$ cat config.mk
export PLATFORM = sky130hd
export DESIGN_NAME = casc_bin_counter
export DESIGN_NICKNAME = d
export VERILOG_FILES = /design/src/rtl/cnt_pkg.sv /design/src/rtl/cnt_op_sel.sv /design/src/rtl/cnt_carry_chain.sv /design/src/rtl/cnt_bit_cell.sv /design/src/rtl/casc_bin_counter.sv
export SDC_FILE = /design/constraint.sdc
export NUM_CORES = 1
export LEC_CHECK = 0
export ABC_AREA = 1
export CORE_AREA = 5 5 42 44
export CTS_CLUSTER_DIAMETER = 120
export DETAILED_ROUTE_END_ITERATION = 6
export DIE_AREA = 0 0 47 49
export GPL_ROUTABILITY_DRIVEN = 0
export SYNTH_ARGS = -nofsm -noshare
export SYNTH_HDL_FRONTEND = slang
export SYNTH_SLANG_ARGS = --single-unit
$ cat constraint.sdc
create_clock -name clk -period 1.69 [get_ports clk]
set_clock_uncertainty 0.2 [all_clocks]
set_input_delay 0.507 -clock clk [delete_from_list [all_inputs] [get_ports clk]]
set_output_delay 0.507 -clock clk [all_outputs]
set_load 0.005 [all_outputs]
$ cat src/rtl/cnt_pkg.sv
package cnt_pkg;
    typedef enum logic [1:0] {
        OP_HOLD  = 2'd0,
        OP_COUNT = 2'd1,
        OP_LOAD  = 2'd2,
        OP_CLEAR = 2'd3
    } cnt_op_e;
endpackage

$ cat src/rtl/cnt_op_sel.sv
module cnt_op_sel
    import cnt_pkg::*;
(
    input  logic    clr,
    input  logic    load,
    input  logic    en,
    output cnt_op_e op
);
    // Priority: clear over load over count
    always_comb begin
        if (clr)       op = OP_CLEAR;
        else if (load) op = OP_LOAD;
        else if (en)   op = OP_COUNT;
        else           op = OP_HOLD;
    end
endmodule

$ cat src/rtl/cnt_carry_chain.sv
module cnt_carry_chain #(
    parameter int WIDTH = 4
) (
    input  logic [WIDTH-1:0] q,
    output logic [WIDTH-1:0] lower_ones,
    output logic             all_ones
);
    // lower_ones[i] is high when bits 0..i-1 are all one
    assign lower_ones[0] = 1'b1;
    for (genvar i = 1; i < WIDTH; i++) begin : g_prefix
        assign lower_ones[i] = lower_ones[i-1] & q[i-1];
    end
    assign all_ones = lower_ones[WIDTH-1] & q[WIDTH-1];
endmodule

$ cat src/rtl/cnt_bit_cell.sv
module cnt_bit_cell
    import cnt_pkg::*;
(
    input  logic    clk,
    input  cnt_op_e op,
    input  logic    lower_ones,
    input  logic    d_bit,
    output logic    q_bit
);
    logic nxt;

    always_comb begin
        unique case (op)
            OP_CLEAR: nxt = 1'b0;
            OP_LOAD:  nxt = d_bit;
            OP_COUNT: nxt = q_bit ^ lower_ones;
            OP_HOLD:  nxt = q_bit;
            default:  nxt = q_bit;
        endcase
    end

    always_ff @(posedge clk) begin
        q_bit <= nxt;
    end
endmodule

$ cat src/rtl/casc_bin_counter.sv
module casc_bin_counter
    import cnt_pkg::*;
#(
    parameter int WIDTH = 4
) (
    input  logic             clk,
    input  logic             clr,
    input  logic             load,
    input  logic             en,
    input  logic [WIDTH-1:0] din,
    output logic [WIDTH-1:0] q,
    output logic             rco
);
    cnt_op_e          op;
    logic [WIDTH-1:0] lower_ones;
    logic             all_ones;

    cnt_op_sel u_sel (
        .clr  (clr),
        .load (load),
        .en   (en),
        .op   (op)
    );

    cnt_carry_chain #(.WIDTH(WIDTH)) u_chain (
        .q          (q),
        .lower_ones (lower_ones),
        .all_ones   (all_ones)
    );

    for (genvar i = 0; i < WIDTH; i++) begin : g_bit
        cnt_bit_cell u_cell (
            .clk        (clk),
            .op         (op),
            .lower_ones (lower_ones[i]),
            .d_bit      (din[i]),
            .q_bit      (q[i])
        );
    end

    always_comb begin
        rco = all_ones;
    end

    // clear wins over every other control
    a_r2_clear_zero: assert property (@(posedge clk) disable iff (1'b0)
        clr |=> (q == '0));

    // load copies the data word
    a_r3_load_copy: assert property (@(posedge clk) disable iff (clr)
        (load) |=> (q == $past(din)));

    // counting adds one modulo 2**WIDTH
    a_r4_count_step: assert property (@(posedge clk) disable iff (clr)
        (!load && en) |=> (q == WIDTH'($past(q) + 1'b1)));

    // hold keeps the value
    a_r5_hold_keep: assert property (@(posedge clk) disable iff (clr)
        (!load && !en) |=> $stable(q));

    // carry tracks the all-ones state only
    a_r7_rco_all_ones: assert property (@(posedge clk) disable iff (clr)
        rco == ($countones(q) == WIDTH));
endmodule

# Yosys cells after proc, flatten, opt, wreduce, memory -nomap -nowiden
# Index checks and enable logic that the tools add are counted.
[totals] register_bits=4 in_bits=8 out_inout_bits=5
[op_classes] eq_ne=3 n_mux=7 bitwise_logic=7 reduce_logical=1
[ops] operator="$pmux W1 S3" count=4
[ops] operator="$eq A2 B2 Y1 const B" count=2
[ops] operator="$mux W2" count=2
[ops] operator="$and A1 B1 Y1" count=3
[ops] operator="$xor A1 B1 Y1" count=3
[ops] operator="$eq A2 B1 Y1 const B" count=1
[ops] operator="$logic_not A2 Y1" count=1
[ops] operator="$mux W1" count=1
[ops] operator="$not A1 Y1" count=1

# Longest topological paths before layout
[depth] word_depth=5 mapped_depth=6 depth_no_buf=6

# Cells and area by module
# Synthesis repeated with hierarchy kept, for this count alone.
[hier_totals] cells_unflattened=74 hier_area_um2=549.3
[by_module_without_submodules] mod="cnt_bit_cell" n_inst=4 cells_per_inst=15 area_per_inst_um2=120.1
[by_module_without_submodules] mod="cnt_carry_chain" n_inst=1 cells_per_inst=9 area_per_inst_um2=50.0
[by_module_without_submodules] mod="cnt_op_sel" n_inst=1 cells_per_inst=5 area_per_inst_um2=18.8

# Worst setup path before layout
# OpenSTA, ideal clock, no wires.
[synth_timing] path_kind="reg2out" startpoint="register g_bit[0].u_cell.q_bit" endpoint="output port rco" arrival_ns=0.942 required_ns=0.983 setup_slack_ns=0.041 path_stages_with_launch=4 n_path_buf=0 path_cell_list="edfxtp_1 > ha_1 > ha_1 > ha_1"
[synth_between] elab_chain_cells=3
[synth_lines] item="start: declaration" line_no="cnt_bit_cell.sv:8" rtl="output logic q_bit"
[synth_lines] item="start signal: assignment" line_no="cnt_bit_cell.sv:23" rtl="q_bit <= nxt;"
[synth_lines] item="$and A1 B1 Y1 (2 in a row)" line_no="cnt_carry_chain.sv:11" rtl="assign lower_ones[i] = lower_ones[i-1] & q[i-1];"
[synth_lines] item="$and A1 B1 Y1" line_no="cnt_carry_chain.sv:13" rtl="assign all_ones = lower_ones[WIDTH-1] & q[WIDTH-1];"
[synth_lines] item="end: declaration" line_no="casc_bin_counter.sv:12" rtl="output logic rco"
# Every way passes these cells.

# Worst setup path in the final report
# Ends and elaborated chain as after synthesis.

==> flow_summary.json <==
{
  "status": "complete, but fails checks",
  "violations": "setup timing",
  "setup-tns-final_ns": -0.257,
  "ctsHoldBuffers": 0,
  "grt_max_degree": 5,
  "yosys_register_bits": 4,
  "critPathArrivalTime_ns": 1.24,
  "p_leak_nw": 0.224,
  "grt_overflow_total": 0,
  "seq_area_sq_um": 120,
  "start_kind": "flip-flop",
  "syn_inst": 33,
  "die-area_sq_mm": 0.00230,
  "yosysSeqAreaShare_pct": 39.2,
  "finalWorstSetupSlack_ns": -0.257,
  "max_slew_margin_pct": 90.6,
  "worst-setup-path-type": "flip-flop to primary output",
  "core_area_sq_mm": 0.00140,
  "p_per_area_mw_per_mm2": 620,
  "htree_num_levels": 1,
  "clock-root-buffer": "clkbuf_4",
  "port_buffers": 12,
  "nNetsFinal": 65,
  "synth_area_sq_um": 307,
  "grt_setup_unrepaired": "yes",
  "initial_utilization_pct": 21.9,
  "row_count": 14,
  "finalCritPeriodShare_pct": 115,
  "drv_cap": 0,
  "grt_pass1_wl_microns": 986,
  "ir_drop_mv": 0.230,
  "netlist.top_cell.by_area": "edfxtp_1",
  "regMostFlops": "g_bit.u_cell.q_bit",
  "die_h_microns": 49,
  "setup_viol": 1,
  "routed_wirelength_microns": 601,
  "num_vias": 258,
  "multiInputGateArea_sq_um": 186,
  "clock_sinks": 4,
  "fin_util_pct": 36.5,
  "area_growth_pct": 66.9,
  "diodes": 0,
  "synth_warnings": 0,
  "ant_nets": 0,
  "antenna_found_initial": 0,
  "die_x_microns": 47,
  "synth.avg_cell_area_sq_um": 9.29,
  "drt_iter0_drc": 2,
  "fmax_mhz": 514,
  "hold_viol": 0,
  "synth_area_leaders": "edfxtp_1 (39%), ha_1 (24%), buf_4 (9.8%)",
  "track_usage_pct": 6.37,
  "ios": 13,
  "drive_gt1_share_pct": 38.8,
  "clk_pin_slew_ns": 0.04,
  "dr.pass1.iters": 2,
  "drv_slew": 0,
  "synthDominantCellAreaShare_pct": 39.2,
  "fin_crit_ns": 1.95,
  "hold_path.class": "flip-flop to flip-flop",
  "synth_cell_types": 8,
  "cts_tree": "done",
  "synth_nets": 47,
  "end_kind": "primary output",
  "clk_latency_ns": 0.23,
  "crit_required_ns": 0.98,
  "post-dp-hpwl_microns": 446,
  "crit_fanout": 2,
  "wl_per_cell_microns": 9.25,
  "reg.largest.list": "g_bit.u_cell.q_bit: 4 flops",
  "tightest_slew_ns": 0.142,
  "grt_pass1_vias": 280,
  "largest_register_ffs": 4,
  "routed_via_density": 3.97,
  "cts-buffers-inserted": 3,
  "fillerInstances": 157,
  "cts.path.max_buffers": 2,
  "drc": 0,
  "post-place-ws_ns": -0.379
}
## metrics by stage
stage	instances	total power [mW]	hold WS (ns)	cell area (sq um)
6_report	65	0.317	0.554	512
3_3_place_gp	61	0.196	0.535	447
2_1_floorplan	33	0.158	0.447	307
5_1_grt	65	0.338	0.600	512
4_1_cts	65	0.325	0.560	522
3_5_place_dp	61	0.197	0.527	447
## kinds of logic (layout without fill, tap and decap cells)
logic type / Yosys count / after routing / share of synthesized area, %
AND/OR/NAND/NOR: 9 / 9 / 11.0
buffers and inverters: 9 / 25 / 15.9
adder cells (fa/ha/maj): 6 / 6 / 24.5
AO/OA/AOI/OAI: 5 / 5 / 9.39
flip-flops: 4 / 4 / 39.2
## synth_stat cells, drive strengths merged
library cell / instances
nor2: 1
buf: 4
inv: 5
edfxtp: 4
nand2: 8
ha: 6
a21oi: 5
## area by class of cell
type / instances / share of cell area [%]
Clock buffer: 3 / 4.40
Inverter: 5 / 3.67
Multi-Input combinational cell: 20 / 36.4
Timing Repair Buffer: 17 / 28.1
Tap cell: 16 / 3.91
Sequential cell: 4 / 23.5
## power breakdown
part	internal [mW]	switching (mW)
logic	0.0475	0.0308
registers	0.119	0.00476
clock network	0.0792	0.0359
total	0.246	0.0714
## placed cells by master (no fill, tap or decap), drive strengths merged
| cell type | instances |
|---|---|
| ha | 6 |
| dlygate4sd2 | 4 |
| nor2 | 1 |
| edfxtp | 4 |
| clkdlybuf4s15 | 1 |
| clkdlybuf4s50 | 4 |
| inv | 5 |
| a21oi | 5 |
| clkbuf | 5 |
| nand2 | 8 |
| buf | 6 |
## timing repair
action,in CTS,in global routing
pin swaps,4,2
endpoints found under the setup margin,13,4
resized for setup,25,2
setup buffers,1,0
## critical path, stage by stage (launching register included)
cell	delay (ns)
edfxtp_1	0.38
ha_2	0.21
ha_4	0.16
ha_4	0.15
buf_6	0.10
## path summary, 6_finish.rpt
path	startpoint	endpoint	slack (ns)	cells past startpoint
setup reg to reg	g_bit[0].u_cell.q_bit$_DFFE_PP_	g_bit[3].u_cell.q_bit$_DFFE_PP_	0.17	5
hold / removal	g_bit[0].u_cell.q_bit$_DFFE_PP_	g_bit[0].u_cell.q_bit$_DFFE_PP_	0.55	4
setup / recovery	g_bit[0].u_cell.q_bit$_DFFE_PP_	rco	-0.26	4
hold reg to reg	g_bit[0].u_cell.q_bit$_DFFE_PP_	g_bit[0].u_cell.q_bit$_DFFE_PP_	0.55	4
## metal layers
layer | routed length (microns) | global-route usage, %
met5 | 0 | 0
met4 | 0 | 5.53
met3 | 79 | 4.06
met2 | 296 | 9.28
met1 | 224 | 5.80
No activity file was read; power rests on OpenSTA's default activity.
